**config.mk**
```make
export PLATFORM = sky130hd
export DESIGN_NAME = sigQualIntegrator
export DESIGN_NICKNAME = d
export VERILOG_FILES = /design/src/rtl/sqiPkg.sv /design/src/rtl/sqiCtl.sv /design/src/rtl/sqiLane.sv /design/src/rtl/sqiDatapath.sv /design/src/rtl/sigQualIntegrator.sv
export SDC_FILE = /design/constraint.sdc
export NUM_CORES = 1
export LEC_CHECK = 0
export BUFFER_PORTS_ARGS = -buffer_cell sky130_fd_sc_hd__buf_2
export CORE_ASPECT_RATIO = 1.4
export CORE_MARGIN = 10
export CORE_UTILIZATION = 35
export CTS_BUF_LIST = sky130_fd_sc_hd__clkbuf_16
export CTS_CLUSTER_DIAMETER = 200
export DETAILED_ROUTE_END_ITERATION = 7
export PLACE_DENSITY_LB_ADDON = 0.12
export SYNTH_ARGS = -nofsm -noshare
export SYNTH_HDL_FRONTEND = slang
export SYNTH_SLANG_ARGS = --single-unit
```
**constraint.sdc**
```tcl
create_clock -name clk -period 3.1 [get_ports clk]
set_input_delay 0.155 -clock clk [delete_from_list [all_inputs] [get_ports clk]]
set_output_delay 0.155 -clock clk [all_outputs]
set_load 0.01 [all_outputs]
```
**src/rtl/sqiPkg.sv**
```systemverilog
package sqiPkg;
  typedef struct packed {
    logic accEn;
    logic winEnd;
  } sqiStrb_t;
endpackage

```
**src/rtl/sqiCtl.sv**
```systemverilog
module sqiCtl
  import sqiPkg::*;
#(
  parameter int SHORT_LEN = 16,
  parameter int LONG_LEN  = 128,
  parameter int CNT_W     = $clog2(LONG_LEN)
) (
  input  logic     clk,
  input  logic     rstN,
  input  logic     symValid,
  input  logic     trackMode,
  output sqiStrb_t strb
);
  localparam logic [CNT_W-1:0] SHORT_LAST = CNT_W'(SHORT_LEN - 1);
  localparam logic [CNT_W-1:0] LONG_LAST  = CNT_W'(LONG_LEN - 1);

  logic [CNT_W-1:0] symCnt;
  logic             winLong;
  logic             lenLong;
  logic [CNT_W-1:0] lastIdx;

  // first symbol of a window takes the live mode, later ones the latched mode
  assign lenLong     = (symCnt == '0) ? trackMode : winLong;
  assign lastIdx     = lenLong ? LONG_LAST : SHORT_LAST;
  assign strb.accEn  = symValid;
  assign strb.winEnd = symValid && (symCnt == lastIdx);

  always_ff @(posedge clk or negedge rstN) begin
    if (!rstN) begin
      symCnt  <= '0;
      winLong <= 1'b0;
    end else if (symValid) begin
      if (symCnt == '0) winLong <= trackMode;
      symCnt <= strb.winEnd ? '0 : symCnt + 1'b1;
    end
  end

  AST_MODE_HOLD: assert property (@(posedge clk) disable iff (!rstN)
    (symCnt != '0) |=> (winLong == $past(winLong)));

  AST_CNT_RANGE: assert property (@(posedge clk) disable iff (!rstN)
    (symCnt != '0 && !winLong) |-> (symCnt <= SHORT_LAST));
endmodule

```
**src/rtl/sqiLane.sv**
```systemverilog
module sqiLane
  import sqiPkg::*;
#(
  parameter int IN_W        = 8,
  parameter int ACC_W       = 16,
  parameter bit LOW_IS_GOOD = 1'b0
) (
  input  logic             clk,
  input  logic             rstN,
  input  sqiStrb_t         strb,
  input  logic [IN_W-1:0]  sample,
  input  logic [ACC_W-1:0] thresh,
  output logic [ACC_W-1:0] sum,
  output logic             pass
);
  logic [ACC_W-1:0] acc;
  logic [ACC_W-1:0] nextAcc;
  logic             verdict;

  assign nextAcc = acc + ACC_W'(sample);

  generate
    if (LOW_IS_GOOD) begin : g_lowGood
      assign verdict = nextAcc < thresh;
    end else begin : g_highGood
      assign verdict = nextAcc >= thresh;
    end
  endgenerate

  always_ff @(posedge clk or negedge rstN) begin
    if (!rstN) begin
      acc  <= '0;
      sum  <= '0;
      pass <= 1'b0;
    end else if (strb.accEn) begin
      if (strb.winEnd) begin
        acc  <= '0;
        sum  <= nextAcc;
        pass <= verdict;
      end else begin
        acc <= nextAcc;
      end
    end
  end

  AST_NO_OVERFLOW: assert property (@(posedge clk) disable iff (!rstN)
    (strb.accEn && !strb.winEnd) |=> (acc >= $past(acc)));

  AST_SUM_HOLD: assert property (@(posedge clk) disable iff (!rstN)
    !(strb.accEn && strb.winEnd) |=> $stable(sum));
endmodule

```
**src/rtl/sqiDatapath.sv**
```systemverilog
module sqiDatapath
  import sqiPkg::*;
#(
  parameter int MAG_W  = 8,
  parameter int PHS_W  = 8,
  parameter int MACC_W = 16,
  parameter int PACC_W = 16
) (
  input  logic              clk,
  input  logic              rstN,
  input  sqiStrb_t          strb,
  input  logic              symValid,
  input  logic [MAG_W-1:0]  magIn,
  input  logic [PHS_W-1:0]  phsErrIn,
  input  logic [MACC_W-1:0] magThresh,
  input  logic [PACC_W-1:0] phsThresh,
  output logic              blockDone,
  output logic [MACC_W-1:0] magSum,
  output logic [PACC_W-1:0] phsSum,
  output logic              magPass,
  output logic              phsPass,
  output logic              qualOk
);
  sqiLane #(.IN_W(MAG_W), .ACC_W(MACC_W), .LOW_IS_GOOD(1'b0)) i_magLane (
    .clk(clk), .rstN(rstN), .strb(strb), .sample(magIn),
    .thresh(magThresh), .sum(magSum), .pass(magPass)
  );

  sqiLane #(.IN_W(PHS_W), .ACC_W(PACC_W), .LOW_IS_GOOD(1'b1)) i_phsLane (
    .clk(clk), .rstN(rstN), .strb(strb), .sample(phsErrIn),
    .thresh(phsThresh), .sum(phsSum), .pass(phsPass)
  );

  always_ff @(posedge clk or negedge rstN) begin
    if (!rstN) blockDone <= 1'b0;
    else       blockDone <= strb.accEn && strb.winEnd;
  end

  assign qualOk = magPass && phsPass;

  AST_DONE_PULSE: assert property (@(posedge clk) disable iff (!rstN)
    blockDone |=> !blockDone);

  AST_DONE_AFTER_SYM: assert property (@(posedge clk) disable iff (!rstN)
    $rose(blockDone) |-> $past(symValid));
endmodule

```
**src/rtl/sigQualIntegrator.sv**
```systemverilog
module sigQualIntegrator
  import sqiPkg::*;
#(
  parameter int MAG_W     = 8,
  parameter int PHS_W     = 8,
  parameter int SHORT_LEN = 16,
  parameter int LONG_LEN  = 128,
  localparam int SUM_GROW = $clog2(LONG_LEN + 1),
  localparam int MACC_W   = MAG_W + SUM_GROW,
  localparam int PACC_W   = PHS_W + SUM_GROW
) (
  input  logic              clk,
  input  logic              rstN,
  input  logic              symValid,
  input  logic [MAG_W-1:0]  magIn,
  input  logic [PHS_W-1:0]  phsErrIn,
  input  logic              trackMode,
  input  logic [MACC_W-1:0] magThresh,
  input  logic [PACC_W-1:0] phsThresh,
  output logic              blockDone,
  output logic [MACC_W-1:0] magSum,
  output logic [PACC_W-1:0] phsSum,
  output logic              magPass,
  output logic              phsPass,
  output logic              qualOk
);
  localparam int CNT_W = $clog2(LONG_LEN);

  sqiStrb_t strb;

  sqiCtl #(.SHORT_LEN(SHORT_LEN), .LONG_LEN(LONG_LEN), .CNT_W(CNT_W)) i_ctl (
    .clk(clk), .rstN(rstN), .symValid(symValid), .trackMode(trackMode), .strb(strb)
  );

  sqiDatapath #(.MAG_W(MAG_W), .PHS_W(PHS_W), .MACC_W(MACC_W), .PACC_W(PACC_W)) i_dp (
    .clk(clk), .rstN(rstN), .strb(strb), .symValid(symValid),
    .magIn(magIn), .phsErrIn(phsErrIn),
    .magThresh(magThresh), .phsThresh(phsThresh),
    .blockDone(blockDone), .magSum(magSum), .phsSum(phsSum),
    .magPass(magPass), .phsPass(phsPass), .qualOk(qualOk)
  );
endmodule

```
; Yosys cells after proc, flatten, opt, wreduce, memory -nomap -nowiden
; Index checks and enable logic that the tools add are counted.
[op_classes]
n_addsub = 3
mux = 5
reduce_logical = 5
n_eq_ne = 1
magnitude_cmp = 2
[ops]
columns = operator, count
row1 = $add 16x8->16, 2
row2 = $mux 16, 2
row3 = $ge 16x16->1, 1
row4 = $lt 16x16->1, 1
row5 = $mux 7, 2
row6 = $add 7x1->7 const B, 1
row7 = $eq 7x7->1, 1
row8 = $logic_not 7->1, 1
row9 = $logic_and 1x1->1, 3
row10 = $reduce_and 2->1, 1
row11 = $mux 1, 1
[word_totals]
output_inout_bits = 36
ff_bits = 75
wordCells = 25

; Longest topological paths before layout
; Gate-level depths: netlist of the first run.
[logic_depth]
ltp_word = 6
ltp_mapped = 14
depth_no_buf = 14

; Cells and area by module
; A second synthesis of the first run with hierarchy kept.
[unflattened]
hier_cells = 523
hier_area_um2 = 5036.1
[by_module_without_submodules]
columns = mod, seq_area_each_um2, n_inst, cells_each, area_each_um2
row1 = sqiLane at i_dp.i_phsLane, 825.8, 1, 244, 2299.7
row2 = sqiLane at i_dp.i_magLane, 825.8, 1, 232, 2224.6
row3 = sqiCtl, 200.2, 1, 44, 474.2
row4 = sqiDatapath, 25.0, 1, 3, 37.5

; Worst setup path before layout of the first run
; No wires, ideal clock.
[synth_path]
kind = reg2reg
start = reg i_dp.i_phsLane.acc[0]
end = reg i_dp.i_phsLane.pass
synth_period_minus_slack_ns = 3.084
n_path_buf = 0
arrival_ns = 2.980
setup_time_ns = 0.104
stages_incl_launch_ff = 14
setup_slack_ns = 0.016
path_cell_list = dfrtp_1 -> ha_1 -> fa_1 -> a21o_1 -> o21ai_1 -> a32oi_4 -> nand3_1 -> xnor2_1 -> ha_1 -> a21oi_1 -> nor2b_1 -> a2111oi_0 -> a311oi_1 -> o41ai_2
[synth_between]
elab_chain_len = 2
[synth_lines]
columns = item, line_no
row1 = from (decl), sqiLane.sv:16  ; logic [ACC_W-1:0] acc;
row2 = from (signal assigned), sqiLane.sv:41  ; acc <= nextAcc;
row3 = $add 16x8->16, sqiLane.sv:20  ; assign nextAcc = acc + ACC_W'(sample);
row4 = net i_dp.i_phsLane.nextAcc[10], sqiLane.sv:17  ; logic [ACC_W-1:0] nextAcc;
row5 = $lt 16x16->1, sqiLane.sv:24  ; assign verdict = nextAcc < thresh;
row6 = to (signal assigned), sqiLane.sv:39  ; pass <= verdict;
row7 = to (decl), sqiLane.sv:14  ; output logic pass
; The timed path passes the listed nets, and every way through them passes these cells.
; A chain may end at the register's enable or synchronous reset.

; Final worst setup path of the first run
; Same ends and word-level chain as after synthesis.

==> impl_metrics.yaml, run 1 <==
routing:
  viasPerCell: 4.92
  drcViolationCount: 0
  routed_wl_um: 13000
  drt_first_pass_iters: 4
  detail-route-antenna-nets: 0
  wl_per_cell_um: 15.9
  drtIter0Drc: 249
  vias: 4032
logic_synthesis:
  synth_top_flop_cell: "dfrtp_1"
  synth.distinct_cells: 64
  synth_area_per_cell_sq_um: 9.56
  async_flop_share: 1.00
  synth-edff-count: 0
  synthCells: 511
  ys_seq_elements: 75
  synthesis.area_sq_um: 4880
  syn-num-nets: 614
  yosysWarningCount: 0
  seq_area_frac_synth: 0.384
critical_path:
  crit_chain: "ha_4, fa_2, a21o_1, o21ai_1, buf_4, a32oi_4, xor2_2, ha_1, and4_4, a2111oi_4, a311oi_2, o41ai_2"
  endpoint_kind: "register"
  max_stage_delay_ns: 0.41
  cp.required_ns: 3.34
  crit_path_top_delay_cell: "dfrtp_1"
  crit_arrival_ns: 3.22
  rr_worst_depth: 12
  cp-startpoint: "i_dp.i_phsLane.acc[0]$_DFFE_PN0P_"
  rrSetupSlack_ns: 0.12
  endpoint: "i_dp.i_phsLane.pass$_DFFE_PN0P_"
  cp-start-kind: "register"
  reg2reg_from: "i_dp.i_phsLane.acc[0]$_DFFE_PN0P_"
  cp_max_fo: 3
  worst-setup-path-type: "reg -> reg"
  r2r-end: "i_dp.i_phsLane.pass$_DFFE_PN0P_"
floorplan:
  die_w_um: 120
  die-area_sq_um: 19100
  die_h_um: 160
  ios: 88
  coreArea_sq_um: 13800
  initial_core_util: 0.354
  core.rowCount: 51
finish:
  layout-drive-gt1-share: 0.297
  final_core_util: 0.448
  num-nets-final: 733
  antennaDiodeCount: 0
  areaGrowthSynthToFinish_pct: 26.5
power_and_ir_drop:
  seqPwrFrac: 0.280
  switching_share: 0.394
  p_leak_nw: 3.17
  p_int_mw: 3.63
  ir_worst_vdd_mv: 0.347
  power_frac_clock: 0.201
  comb_power_share: 0.519
  power.net_switching_mw: 2.36
  power.density_nw_per_um2: 969
timing:
  holdWs_ns: -0.00663
  period_needed_ns: 2.98
  tightest_slew_ns: 1.01
  finClkSkew_ns: 0.00910
  slew_violations: 0
  hold_violations: 8
  fmax_mhz: 335
  fin_crit_sh: 0.962
  rsz0062_at_grt: "true"
  finalSetupViolCount: 0
  max_slew_margin: 0.328
clock_tree:
  cts_tree: "built"
  cts_root_buffer: "clkbuf_16"
  numCtsBuffers: 9
  holdBufCountCts: 0
  insertion_delay_ns: 0.34
  htreeDepth: 3
  path_clk_slew_ns: 0.06
  cts.sinks: 75
  clockBufferDepth: 2
placement:
  place.gp.congestion: 0.790
  dp.final_hpwl_um: 9490
  numPortBuffers: 87
global_routing:
  grt_max_degree: 76
  busiest_layer: "met2"
  grt_usage: 0.142
  grt_overflow: 0
  met3_usage: 0.0328
  antenna_found_initial: 0
  grt_pass1_vias: 4339
  grtUsageMet1: 0.162
  grt_pass1_wl_um: 22300
  grtUsageMet2: 0.255
status:
  violations: "hold timing"
  status: "finished, violations left"
job:
  max_cap_violations: 0
worst_hold_path:
  hold_path.class: "in -> async"
[placed cells by master, fill, tap and decap left out, types with 3 or more instances in the layout]
cell	instances
buf_2	86
dfrtp_1	75
nand2_1	68
inv_1	52
ha_1	47
buf_4	39
a21oi_1	25
o21ai_0	22
xnor2_1	16
a21o_1	14
nand3_1	14
o21ai_1	14
nor2_1	14
xor2_1	11
o2bb2ai_1	11
clkbuf_16	9
mux2_2	8
and3_1	7
nand4_1	7
nor3_1	6
nor2b_1	5
nand3_2	4
nand2_2	4
o31ai_1	4
a211o_1	4
mux2_4	4
a21oi_2	3
xnor2_2	3
a211oi_1	3
and2_1	3
bufinv_16	3
[critical path: cells and delay by family, from the launching register on]
kind                       cells  cell delay [ns]
xor gates and xnor gates       1             0.18
adders and majority gates      3             0.90
and+or+nand+nor                1             0.17
DFF                            1             0.41
buffers and inverters          1             0.14
AOI/OAI and AO/OA              6             1.08
[through the flow]
step | setup slack, ns | setup TNS, ns | total power [mW] | area [sq um] | std cells
floorplan | 0.0163 | 0 | 3.56 | 4880 | 511
global placement | -0.0827 | -0.0827 | 4.57 | 5680 | 796
detailed placement | -0.218 | -0.218 | 4.63 | 5680 | 796
CTS | 0.0379 | 0 | 5.95 | 6050 | 811
global route | -0.0329 | -0.0541 | 6.54 | 6180 | 819
finish | 0.119 | 0 | 5.99 | 6180 | 819
[power by group through the flow]
stage / Combinational (mW) / Sequential [mW] / Clock [mW]
6_report: 3.11 / 1.68 / 1.20
5_1_grt: 3.52 / 1.74 / 1.28
4_1_cts: 3.04 / 1.67 / 1.24
3_5_place_dp: 2.94 / 1.68 / 0
3_3_place_gp: 2.90 / 1.67 / 0
2_1_floorplan: 1.87 / 1.69 / 0
[how the worst min path moves through the flow]
| stage | startpoint | endpoint | slack [ns] | cells past startpoint |
|---|---|---|---|---|
| 3_5_place_dp | rstN | i_dp.i_magLane.sum[4]$_DFFE_PN0P_ | 0.42 | 1 |
| 6_report | rstN | i_dp.i_magLane.sum[5]$_DFFE_PN0P_ | -0.007 | 1 |
| 5_1_grt | rstN | i_dp.i_magLane.sum[5]$_DFFE_PN0P_ | 0.10 | 1 |
| 2_1_floorplan | rstN | i_ctl.symCnt[0]$_DFFE_PN0P_ | -0.14 | 0 |
| 3_3_place_gp | rstN | i_dp.i_magLane.sum[4]$_DFFE_PN0P_ | 0.41 | 1 |
| 4_1_cts | rstN | i_dp.i_magLane.sum[0]$_DFFE_PN0P_ | 0.06 | 1 |
[state kept, by name (all words and copies together) (netlist names), 7 cells and up]
register,count
i_dp.i_magLane.acc,16
i_dp.i_phsLane.sum,16
i_dp.i_magLane.sum,16
i_ctl.symCnt,7
i_dp.i_phsLane.acc,16
[cells in the mapped netlist, drive strengths merged, types with 2 or more instances]
library cell | n | area [sq um]
and4 | 2 | 17.5
nor2 | 15 | 56.3
nand2b | 2 | 12.5
a21o | 14 | 105
and2 | 3 | 18.8
a221o | 2 | 20.0
fa | 2 | 40.0
nor2b | 5 | 31.3
buf | 10 | 71.3
nand2 | 72 | 280
mux2 | 14 | 173
o21ai | 36 | 180
nor3b | 2 | 20.0
nand3 | 18 | 105
a211o | 4 | 35.0
nor3 | 6 | 30.0
a211oi | 4 | 30.0
and3 | 9 | 62.6
xor2 | 12 | 105
or3 | 3 | 23.8
o21a | 2 | 15.0
nand4 | 8 | 65.1
dfrtp | 75 | 1880
inv | 52 | 198
clkbuf | 7 | 26.3
a21oi | 29 | 160
xnor2 | 19 | 166
o31ai | 4 | 30.0
o2bb2ai | 11 | 96.3
o211ai | 2 | 15.0
ha | 49 | 613
o21bai | 3 | 26.3
[layer usage]
layer	vias to the layer above	wire length, um
met4	0	197
li1	2022	-
met5	-	0
met2	73	6720
met1	1923	5570
met3	14	558
[kinds of logic after synthesis]
kind of cell | after synthesis | share of synthesized area
multiplexers | 14 | 0.0354
AND/OR/NAND/NOR | 148 | 0.153
AO/OA/AOI/OAI | 123 | 0.177
flip-flops | 75 | 0.384
buffers and inverters | 69 | 0.0605
adder cells (fa/ha/maj) | 51 | 0.134
XOR/XNOR | 31 | 0.0556
[area by class of cell]
| type | instances | area [sq um] |
|---|---|---|
| inverter | 52 | 198 |
| timing repair buffer | 125 | 723 |
| sequential | 75 | 1880 |
| clock buffer | 9 | 225 |
| clock inverter | 6 | 106 |
| tap | 185 | 231 |
| multi-input combinational | 367 | 2820 |
| fill | 1377 | 7600 |
[timing repair]
action                     4_1_cts  5_1_grt
pin swaps                        2       14
setup buffers                    0        8
gates resized for setup         10       13
setup endpoints to repair        1        2
Power figures use the tool's default switching activity.
==> run 2, diff against run 1 <==
RECOVER_POWER = 100   (was default)
==> impl_metrics.yaml, run 2 (synthesis gave the netlist of run 1 again) <==
global_routing:
  grt_overflow: 0
  grt_pass1_wl_um: 22300
  antenna_found_initial: 0
  grt_max_degree: 76
  grt_pass1_vias: 4339
  grt_usage: 0.142
critical_path:
  crit_arrival_ns: 3.22
  worst-setup-path-type: "reg -> reg"
  endpoint_kind: "register"
  cp_max_fo: 3
  cp.required_ns: 3.34
  cp-start-kind: "register"
floorplan:
  initial_core_util: 0.354
  die_h_um: 160
  ios: 88
  core.rowCount: 51
  die_w_um: 120
  coreArea_sq_um: 13800
  die-area_sq_um: 19100
clock_tree:
  clockBufferDepth: 2
  holdBufCountCts: 0
  cts.sinks: 75
  path_clk_slew_ns: 0.06
  cts_tree: "built"
  insertion_delay_ns: 0.34
  numCtsBuffers: 9
  cts_root_buffer: "clkbuf_16"
  htreeDepth: 3
finish:
  regArea_sq_um: 1880
  num-nets-final: 733
  multi_input_area_sq_um: 2800
  layout_common_cells: "dfrtp_1, nand2_1, inv_1, buf_2, ha_1"
  antennaDiodeCount: 0
  n_fill_cell: 1402
  final_common_cell: "dfrtp_1"
  areaGrowthSynthToFinish_pct: 25.0
  final-instance-count-excl-fill: 819
  postLayoutCellArea_sq_um: 6110
  layout-drive-gt1-share: 0.229
timing:
  tns_ns: 0
  max_slew_margin: -0.326
  slew_violations: 76
  fin_crit_sh: 0.961
  fmax_mhz: 336
  hold_violations: 0
  tightest_slew_ns: 1.99
  rsz0062_at_grt: "true"
  period_needed_ns: 2.98
  finClkSkew_ns: 0.00811
  finalSetupViolCount: 0
routing:
  vias: 4036
  viasPerCell: 4.93
  routed_wl_um: 13100
  drtIter0Drc: 262
  drcViolationCount: 0
  drt_first_pass_iters: 4
  detail-route-antenna-nets: 0
  wl_per_cell_um: 16.0
placement:
  postPlaceCellArea_sq_um: 5680
  numPortBuffers: 87
  dp.final_hpwl_um: 9490
  dp_cells: 796
  place.gp.congestion: 0.790
status:
  status: "finished, violations left"
  violations: "capacitance limit, slew limit"
power_and_ir_drop:
  ir_worst_vdd_mv: 0.342
  p_leak_nw: 3.02
  power.density_nw_per_um2: 970
job:
  max_cap_violations: 1
worst_hold_path:
  hold_path.class: "in -> reg"
[run 2: cell count changes in the layout (fill, tap and decap cells not counted), sizes merged]
cell / change
buf: -38
clkbuf: +38
[run 2: layout make-up]
cell class,instances,area share
tap,185,0.0379
timing repair buffer,125,0.110
clock buffer,9,0.0369
clock inverter,6,0.0174
multi-input combinational,367,0.458
sequential,75,0.307
inverter,52,0.0324
[run 2: critical path, cell delays in order, from the launching register on]
cell and delay (ns):
dfrtp_1 0.41, ha_4 0.18, fa_2 0.39, a21o_1 0.18
o21ai_1 0.13, buf_4 0.14, a32oi_4 0.12, xor2_2 0.18
ha_1 0.33, and4_4 0.17, a2111oi_4 0.30, a311oi_2 0.15
o41ai_2 0.20
[run 2: metal layers]
metal,up-vias,global-route usage,wire length [um]
met4,0,0.0446,196
met3,13,0.0328,551
met5,-,0,0
li1,2023,-,-
met1,1931,0.162,5580
met2,69,0.255,6760
[run 2: path summary, 6_finish.rpt]
path	slack, ns	depth (start not counted)	from	to
setup / recovery	0.12	12	i_dp.i_phsLane.acc[0]$_DFFE_PN0P_	i_dp.i_phsLane.pass$_DFFE_PN0P_
hold / removal	0.1	2	trackMode	i_ctl.winLong$_DFFE_PN0P_
setup reg to reg	0.12	12	i_dp.i_phsLane.acc[0]$_DFFE_PN0P_	i_dp.i_phsLane.pass$_DFFE_PN0P_
hold reg to reg	0.47	2	i_dp.i_phsLane.sum[2]$_DFFE_PN0P_	i_dp.i_phsLane.sum[2]$_DFFE_PN0P_
max in group asynchronous	1.55	1	rstN	i_dp.i_phsLane.acc[8]$_DFFE_PN0P_
min in group asynchronous	0.38	1	rstN	i_dp.i_magLane.sum[5]$_DFFE_PN0P_
[run 2: power breakdown]
| group | leakage [nW] | internal (mW) | switching (mW) |
|---|---|---|---|
| Sequential | 0.947 | 1.35 | 0.327 |
| Clock | 0.163 | 0.778 | 0.430 |
| Combinational | 1.91 | 1.43 | 1.60 |
| Total | 3.02 | 3.56 | 2.36 |
[run 2: stage by stage]
step                hold WS [ns]  utilization  setup slack [ns]  total power [mW]
floorplan                 -0.141            -            0.0163              3.56
global placement           0.409        0.412           -0.0827              4.57
detailed placement         0.422        0.412            -0.218              4.63
CTS                       0.0610        0.439            0.0379              5.95
global route               0.105        0.443           -0.0329              6.46
finish                    0.0955        0.443             0.120              5.92
[run 2: timing repair]
action | in CTS | in global routing
pin swaps | 2 | 14
cloned | 0 | 0
setup buffers | 0 | 8
gates resized for setup | 10 | 13
endpoints found under the setup margin | 1 | 2
